==> src/rtl/irq_pkg.sv <==
package irq_pkg;
  typedef enum logic [1:0] {
    RA_PEND = 2'd0,
    RA_EN   = 2'd1,
    RA_PRIO = 2'd2,
    RA_CTRL = 2'd3
  } reg_addr_e;

  typedef enum logic {
    LVL_LO = 1'b0,
    LVL_HI = 1'b1
  } lvl_e;

  localparam logic [15:0] VEC_BASE   = 16'h0003;
  localparam int unsigned VEC_STRIDE = 8;

  // call address for a source index
  function automatic logic [15:0] vec_of(input int unsigned idx);
    return VEC_BASE + 16'(idx * VEC_STRIDE);
  endfunction
endpackage

==> src/rtl/irq_pend_bank.sv <==
module irq_pend_bank #(
  parameter int N = 16,
  parameter logic [N-1:0] AUTO_CLR = 'h5
) (
  input  logic         clk,
  input  logic         rst_n,
  input  logic [N-1:0] hw_set,
  input  logic         sw_we,
  input  logic [N-1:0] sw_data,
  input  logic [N-1:0] ack_hot,
  output logic [N-1:0] pend
);
  logic [N-1:0] self_clr;
  logic [N-1:0] pend_nxt;

  assign self_clr = ack_hot & AUTO_CLR;

  always_comb begin
    pend_nxt = sw_we ? sw_data : pend;
    pend_nxt = pend_nxt & ~self_clr;
    pend_nxt = pend_nxt | hw_set;
  end

  always_ff @(posedge clk or negedge rst_n) begin
    if (!rst_n) pend <= '0;
    else        pend <= pend_nxt;
  end

  AST_HW_SET_WINS: assert property (@(posedge clk) disable iff (!rst_n)
    (hw_set != '0) |=> ((pend & $past(hw_set)) == $past(hw_set)));
  AST_SELF_CLEAR: assert property (@(posedge clk) disable iff (!rst_n)
    ((self_clr & ~hw_set) != '0) |=> ((pend & $past(self_clr & ~hw_set)) == '0));
endmodule

==> src/rtl/irq_pick.sv <==
module irq_pick #(
  parameter int N = 16,
  localparam int IW = $clog2(N)
) (
  input  logic [N-1:0]  pend,
  input  logic [N-1:0]  en,
  input  logic [N-1:0]  prio,
  input  logic          gie,
  input  logic [1:0]    ins,
  output logic          hit,
  output logic          lvl,
  output logic [IW-1:0] idx
);
  logic [N-1:0]  elig [2];
  logic [IW-1:0] low_idx [2];

  function automatic logic [IW-1:0] lowest(input logic [N-1:0] v);
    lowest = '0;
    for (int i = N - 1; i >= 0; i--) if (v[i]) lowest = IW'(i);
  endfunction

  // level 0 needs nothing in service, level 1 needs the high level idle
  assign elig[0] = pend & en & ~prio & {N{gie && (ins == 2'b00)}};
  assign elig[1] = pend & en &  prio & {N{gie && !ins[1]}};

  for (genvar g = 0; g < 2; g++) begin : g_lvl
    assign low_idx[g] = lowest(elig[g]);
  end

  assign lvl = |elig[1];
  assign hit = lvl || (|elig[0]);
  assign idx = lvl ? low_idx[1] : low_idx[0];
endmodule

==> src/rtl/irq_level_track.sv <==
module irq_level_track (
  input  logic       clk,
  input  logic       rst_n,
  input  logic       mark,
  input  logic       mark_lvl,
  input  logic       ret,
  output logic [1:0] ins
);
  logic [1:0] ins_nxt;

  always_comb begin
    ins_nxt = ins;
    if (ret) begin
      if (ins_nxt[1]) ins_nxt[1] = 1'b0;
      else            ins_nxt[0] = 1'b0;
    end
    if (mark) ins_nxt[mark_lvl] = 1'b1;
  end

  always_ff @(posedge clk or negedge rst_n) begin
    if (!rst_n) ins <= '0;
    else        ins <= ins_nxt;
  end

  AST_MARK_SETS_LEVEL: assert property (@(posedge clk) disable iff (!rst_n)
    mark |=> ins[$past(mark_lvl)]);
  AST_RET_DROPS_ONE: assert property (@(posedge clk) disable iff (!rst_n)
    (ret && !mark && ins != 2'b00) |=> ($countones(ins) == $countones($past(ins)) - 1));
endmodule

==> src/rtl/irq_ctrl_top.sv <==
module irq_ctrl_top #(
  parameter int N_SRC = 16,
  parameter logic [N_SRC-1:0] AUTO_CLR = 'h5,
  localparam int IW = $clog2(N_SRC)
) (
  input  logic             clk,
  input  logic             rst_n,
  input  logic [N_SRC-1:0] hw_set,
  input  logic             reg_we,
  input  logic [1:0]       reg_addr,
  input  logic [N_SRC-1:0] reg_wdata,
  output logic [N_SRC-1:0] reg_rdata,
  input  logic             insn_done,
  input  logic             irq_ack,
  input  logic             irq_ret,
  output logic             irq_req,
  output logic [IW-1:0]    irq_src,
  output logic [15:0]      irq_vec
);
  import irq_pkg::*;

  logic [N_SRC-1:0] en_q, prio_q, pend, ack_hot;
  logic             gie_q;
  logic [1:0]       ins;
  logic             req_q, lvl_q;
  logic [IW-1:0]    src_q;
  logic             pick_hit, pick_lvl;
  logic [IW-1:0]    pick_idx;
  logic             ack_take, post, wr_pend;
  reg_addr_e        ra;

  assign ra       = reg_addr_e'(reg_addr);
  assign wr_pend  = reg_we && (ra == RA_PEND);
  assign ack_take = irq_ack && req_q;
  assign post     = insn_done && !req_q && pick_hit;
  assign ack_hot  = ack_take ? (N_SRC'(1) << src_q) : '0;

  irq_pend_bank #(.N(N_SRC), .AUTO_CLR(AUTO_CLR)) u_pend (
    .clk(clk), .rst_n(rst_n), .hw_set(hw_set), .sw_we(wr_pend),
    .sw_data(reg_wdata), .ack_hot(ack_hot), .pend(pend)
  );

  irq_pick #(.N(N_SRC)) u_pick (
    .pend(pend), .en(en_q), .prio(prio_q), .gie(gie_q), .ins(ins),
    .hit(pick_hit), .lvl(pick_lvl), .idx(pick_idx)
  );

  irq_level_track u_lvl (
    .clk(clk), .rst_n(rst_n), .mark(ack_take), .mark_lvl(lvl_q),
    .ret(irq_ret), .ins(ins)
  );

  always_ff @(posedge clk or negedge rst_n) begin
    if (!rst_n) begin
      en_q <= '0; prio_q <= '0; gie_q <= 1'b0;
    end else if (reg_we) begin
      case (ra)
        RA_EN:   en_q   <= reg_wdata;
        RA_PRIO: prio_q <= reg_wdata;
        RA_CTRL: gie_q  <= reg_wdata[0];
        default: ;
      endcase
    end
  end

  always_ff @(posedge clk or negedge rst_n) begin
    if (!rst_n) begin
      req_q <= 1'b0; src_q <= '0; lvl_q <= LVL_LO;
    end else if (post) begin
      req_q <= 1'b1; src_q <= pick_idx; lvl_q <= pick_lvl;
    end else if (ack_take) begin
      req_q <= 1'b0;
    end
  end

  always_comb begin
    reg_rdata = '0;
    case (ra)
      RA_PEND: reg_rdata = pend;
      RA_EN:   reg_rdata = en_q;
      RA_PRIO: reg_rdata = prio_q;
      default: begin
        reg_rdata[0]   = gie_q;
        reg_rdata[2:1] = ins;
      end
    endcase
  end

  assign irq_req = req_q;
  assign irq_src = src_q;
  assign irq_vec = vec_of(32'(src_q));

  AST_POST_AT_BOUNDARY: assert property (@(posedge clk) disable iff (!rst_n)
    $rose(irq_req) |-> $past(insn_done));
  AST_REQ_HELD: assert property (@(posedge clk) disable iff (!rst_n)
    (irq_req && !irq_ack) |=> (irq_req && $stable(irq_src)));
  AST_GIE_GATES: assert property (@(posedge clk) disable iff (!rst_n)
    $rose(irq_req) |-> $past(gie_q));
  AST_NO_POST_UNDER_HI: assert property (@(posedge clk) disable iff (!rst_n)
    $rose(irq_req) |-> !$past(ins[1]));
  AST_PREEMPT_IS_HI: assert property (@(posedge clk) disable iff (!rst_n)
    ($rose(irq_req) && $past(ins != 2'b00)) |-> (lvl_q == LVL_HI));
endmodule

==> config.mk <==
export PLATFORM = sky130hd
export DESIGN_NAME = irq_ctrl_top
export DESIGN_NICKNAME = d
export VERILOG_FILES = /design/src/rtl/irq_pkg.sv /design/src/rtl/irq_pend_bank.sv /design/src/rtl/irq_pick.sv /design/src/rtl/irq_level_track.sv /design/src/rtl/irq_ctrl_top.sv
export SDC_FILE = /design/constraint.sdc
export NUM_CORES = 1
export LEC_CHECK = 0
export CAP_MARGIN = 15
export CORE_MARGIN = 2
export CORE_UTILIZATION = 30
export CTS_CLUSTER_DIAMETER = 50
export DETAILED_ROUTE_END_ITERATION = 6
export DONT_BUFFER_PORTS = 1
export SLEW_MARGIN = 15
export SYNTH_ARGS = -nofsm -noshare
export SYNTH_HDL_FRONTEND = slang
export SYNTH_HIERARCHICAL = 1
export SYNTH_SLANG_ARGS = --single-unit
==> constraint.sdc <==
create_clock -name clk -period 6.4 [get_ports clk]
set_input_delay 1.28 -clock clk [delete_from_list [all_inputs] [get_ports clk]]
set_output_delay 1.28 -clock clk [all_outputs]
set_load 0.02 [all_outputs]
# Word-level counts from Yosys, hierarchy flattened
# Index checks and enable logic that the tools add are counted.
# totals
register_bits	57
in_bits	40
out_inout_bits	37
elab_cells	87
# op_classes
addsub	1
n_lt_le_gt_ge	2
eq_ne	3
n_shift	1
n_mux	44
n_bitwise	10
n_reduce_logical	18
# op_table
op	count
4-bit two-way mux	33
16-bit bitwise AND	6
13-bit case mux with 3 select lines	1
16-bit OR reduction	2
16-bit two-way mux	1
16-bit NOT	1
3-bit NOT with 16-bit output	1
16-bit OR	1
3-bit case mux with 3 select lines	1
2-bit by 7-bit adder with 8-bit output (first input constant)	1
1-bit logical AND	7
2-bit AND reduction	3
2-bit equality test (second input constant)	2
2-bit zero test	2
1-bit two-way mux	4
2-bit two-way mux	2
1-bit by 4-bit left shift with 3-bit output (first input constant)	1
3-bit two-way mux	1
2-bit by 1-bit equality test with 1-bit output (second input constant)	1
1-bit zero test	2
1-bit by 2-bit less-than comparator with 1-bit output (second input constant)	1
2-bit OR	1
2-bit nonzero test	1
1-bit demux with 1-bit select	1
2 further kinds	2

# Longest topological paths before layout
# logic_depth
ltp_word	20
depth_mapped	7
ltp_nobuf	7

# Cells and area by module
# Netlist, hierarchy kept.
# modules_own_cells
mod	n_inst	cells_per_inst	area_each_um2	seq_area_each_um2
irq_ctrl_top	1	163	2187.1	975.9
irq_pend_bank	1	51	673.1	400.4
irq_pick	1	112	673.1	0.0
irq_level_track	1	8	81.3	50.0

# Least setup slack after synthesis
# Ideal clock, no wire load.
# synth_timing
kind	in2out
startpoint	input port reg_addr[1]
endpoint	output port reg_rdata[9]
arrival_time_ps	2036
required_ps	5120
setup_slack_ps	3084
path_stages	4
cell_sequence	buf_6 buf_6 mux2i_1 o2bb2ai_1
# synth_between
elab_chain_cells	2
# synth_rtl
item	line	source
from (decl)	irq_ctrl_top.sv:10	input logic [1:0] reg_addr,
2-bit equality test, or another cell as far along	irq_ctrl_top.sv:78	case (ra)
13-bit case mux with 3 select lines *	irq_ctrl_top.sv:78	
to (decl)	irq_ctrl_top.sv:12	output logic [N_SRC-1:0] reg_rdata,
# Mark *: on every way between the ends. The rest lies on a longest branch, timed or not.

# Worst setup path in the final report
# layout_timing
startpoint	input port reg_addr[0]
endpoint	output port reg_rdata[5]
# The elaborated chain is that of the path after synthesis.

==> flow_summary.yaml <==
critical_path:
  crit_path_start_kind: "primary input"
  crit_path_cell_trace: "nor2b_4, o2bb2ai_1"
  slowest_stage: "nor2b_4"
  crit_family: "simple AND/OR/NAND/NOR gates"
  cp-end-kind: "output pin"
  crit_required_ns: 5.12
  critPathMaxStageDelay_ns: 0.41
  crit_type: "primary input to output pin"
  path_max_fanout: 21
  arrival_ns: 2.03
  critPathBufInv: 0
placed_design:
  dpl.hpwl_mm: 6.58
  gp_congestion: 0.843
  port_buffers: 0
  dp.cells: 442
  place_ws_ns: 3.07
flow_run:
  max_cap_viol_count: 0
clocking:
  clkSlewWorstSetupHoldPaths_ns: 0.05
  post_cts_buffers: 0
  cts-resized-gates: 0
  ctsRootBufferMaster: "clkbuf_16"
  cts_max_path_buffers: 2
  clk_latency_ns: 0.33
  clock_sinks: 57
  cts_buffers: 9
  htreeDepth: 3
  cts.hold.buffers_added: 0
  cts_tree: "done"
global_routing:
  grt_overflow_total: 0
  grt_first_pass_wirelength_mm: 14.4
  grt_pass1_vias: 2609
  grt_max_degree: 58
  grt_antenna_before_repair: 0
  grtUsageTotal_pct: 15.0
die:
  die_h_um: 112
  fp.dieW_um: 112
  ios: 77
  dieArea_mm2: 0.0126
  initial_core_util_pct: 30.9
  fp.coreArea_mm2: 0.0114
  rows: 39
timing:
  worst_slack_ns: 3.09
  fmax_ghz: 0.302
  skew_ns: 0.00521
  slew_violations: 0
  finalHoldViolCount: 0
  totalNegativeSetupSlack_ns: 0
  setup-violations-final: 0
  max-slew-margin-rel_pct: 38.2
  fin_crit_ns: 3.31
  worst_pin_slew_ns: 0.923
  fin_crit_sh_pct: 51.7
  rsz0062_at_grt: "false"
power_and_ir_drop:
  power_density_mw_per_mm2: 369
  power.total_uw: 1410
  peakVddDrop_mv: 0.121
  p_leak_uw: 0.00165
min_path:
  min_path_type: "register to register"
detailed_routing:
  drcViolationCount: 0
  vias: 2462
  ant_nets: 0
  wirelength_mm: 9.01
  dr.pass1.iters: 4
  drt-initial-drc-count: 127
  routedWlPerCell_um: 19.7
  viasPerCell: 5.38
layout:
  nFillCells: 1168
  antenna-diode-count: 0
  drive_gt1_share_pct: 20.3
  final_net_count: 350
  fin_cells: 458
  area_growth_pct: 8.77
synthesis:
  syn_area_per_cell_um2: 11.2
  syn_area_mm2: 0.00352
  synthCells: 315
  yosysWarnings: 6
status:
  status: "completed"
==> metal layers <==
layer	up-vias	GRT usage, %	part of all wire [%]
li1	1154	-	-
met1	1223	18.8	45
met2	68	24.2	47
met3	17	4.86	5.7
met4	0	5.93	2.1
met5	-	0	0
==> worst paths after layout <==
path | to | startpoint | slack [ns] | depth (start not counted)
max | reg_rdata[5] | reg_addr[0] | 3.09 | 2
max in group asynchronous | en_q[1] | rst_n | 5.67 | 0
min in group asynchronous | u_pend/pend[9] | rst_n | 0.64 | 0
max reg2reg | irq_src[2] | gie_q | 3.88 | 6
min reg2reg | u_lvl/ins[1] | lvl_q | 0.52 | 2
min | u_lvl/ins[1] | lvl_q | 0.52 | 2
==> cell usage in the layout (no fill, tap or decap), types with 5 or more instances in the layout <==
| master | n |
|---|---|
| dfrtp_1 | 57 |
| mux2_4 | 20 |
| mux2_2 | 18 |
| nand3_1 | 17 |
| nor2b_1 | 17 |
| nand2_1 | 16 |
| mux2i_1 | 15 |
| o2bb2ai_1 | 14 |
| a211o_1 | 14 |
| conb_1 | 12 |
| o21ai_0 | 10 |
| nor3_1 | 9 |
| clkbuf_16 | 9 |
| nand3b_1 | 8 |
| nand4_1 | 7 |
| nor2_1 | 6 |
| nand2b_1 | 5 |
| inv_1 | 5 |
==> flip-flops by register name, summed over array words and instances (netlist names) <==
name         count
prio_q          16
irq_req          1
irq_src          4
lvl_q            1
u_lvl/ins        2
gie_q            1
u_pend/pend     16
en_q            16
==> per-stage QoR <==
step           area, µm²  hold WS (ns)  utilization (%)
2_1_floorplan       3560         0.464                -
3_3_place_gp        3540         0.502             31.0
3_5_place_dp        3540         0.517             31.0
4_1_cts             3830         0.528             33.6
5_1_grt             3830         0.558             33.6
6_report            3830         0.523             33.6
==> power breakdown <==
| part | switching [µW] | total, µW | internal, µW |
|---|---|---|---|
| logic | 204 | 397 | 193 |
| registers | 114 | 544 | 430 |
| clock network | 164 | 472 | 308 |
==> layout make-up <==
cell class	count	area [µm²]	area share, %
Multi-Input combinational cell	236	1910	49.7
Clock buffer	10	239	6.23
Tap cell	143	179	4.67
Sequential cell	57	1430	37.2
Timing Repair Buffer	1	7.51	0.196
Clock inverter	6	57.6	1.50
Inverter	5	18.8	0.490
No activity file was read; power rests on OpenSTA's default activity.
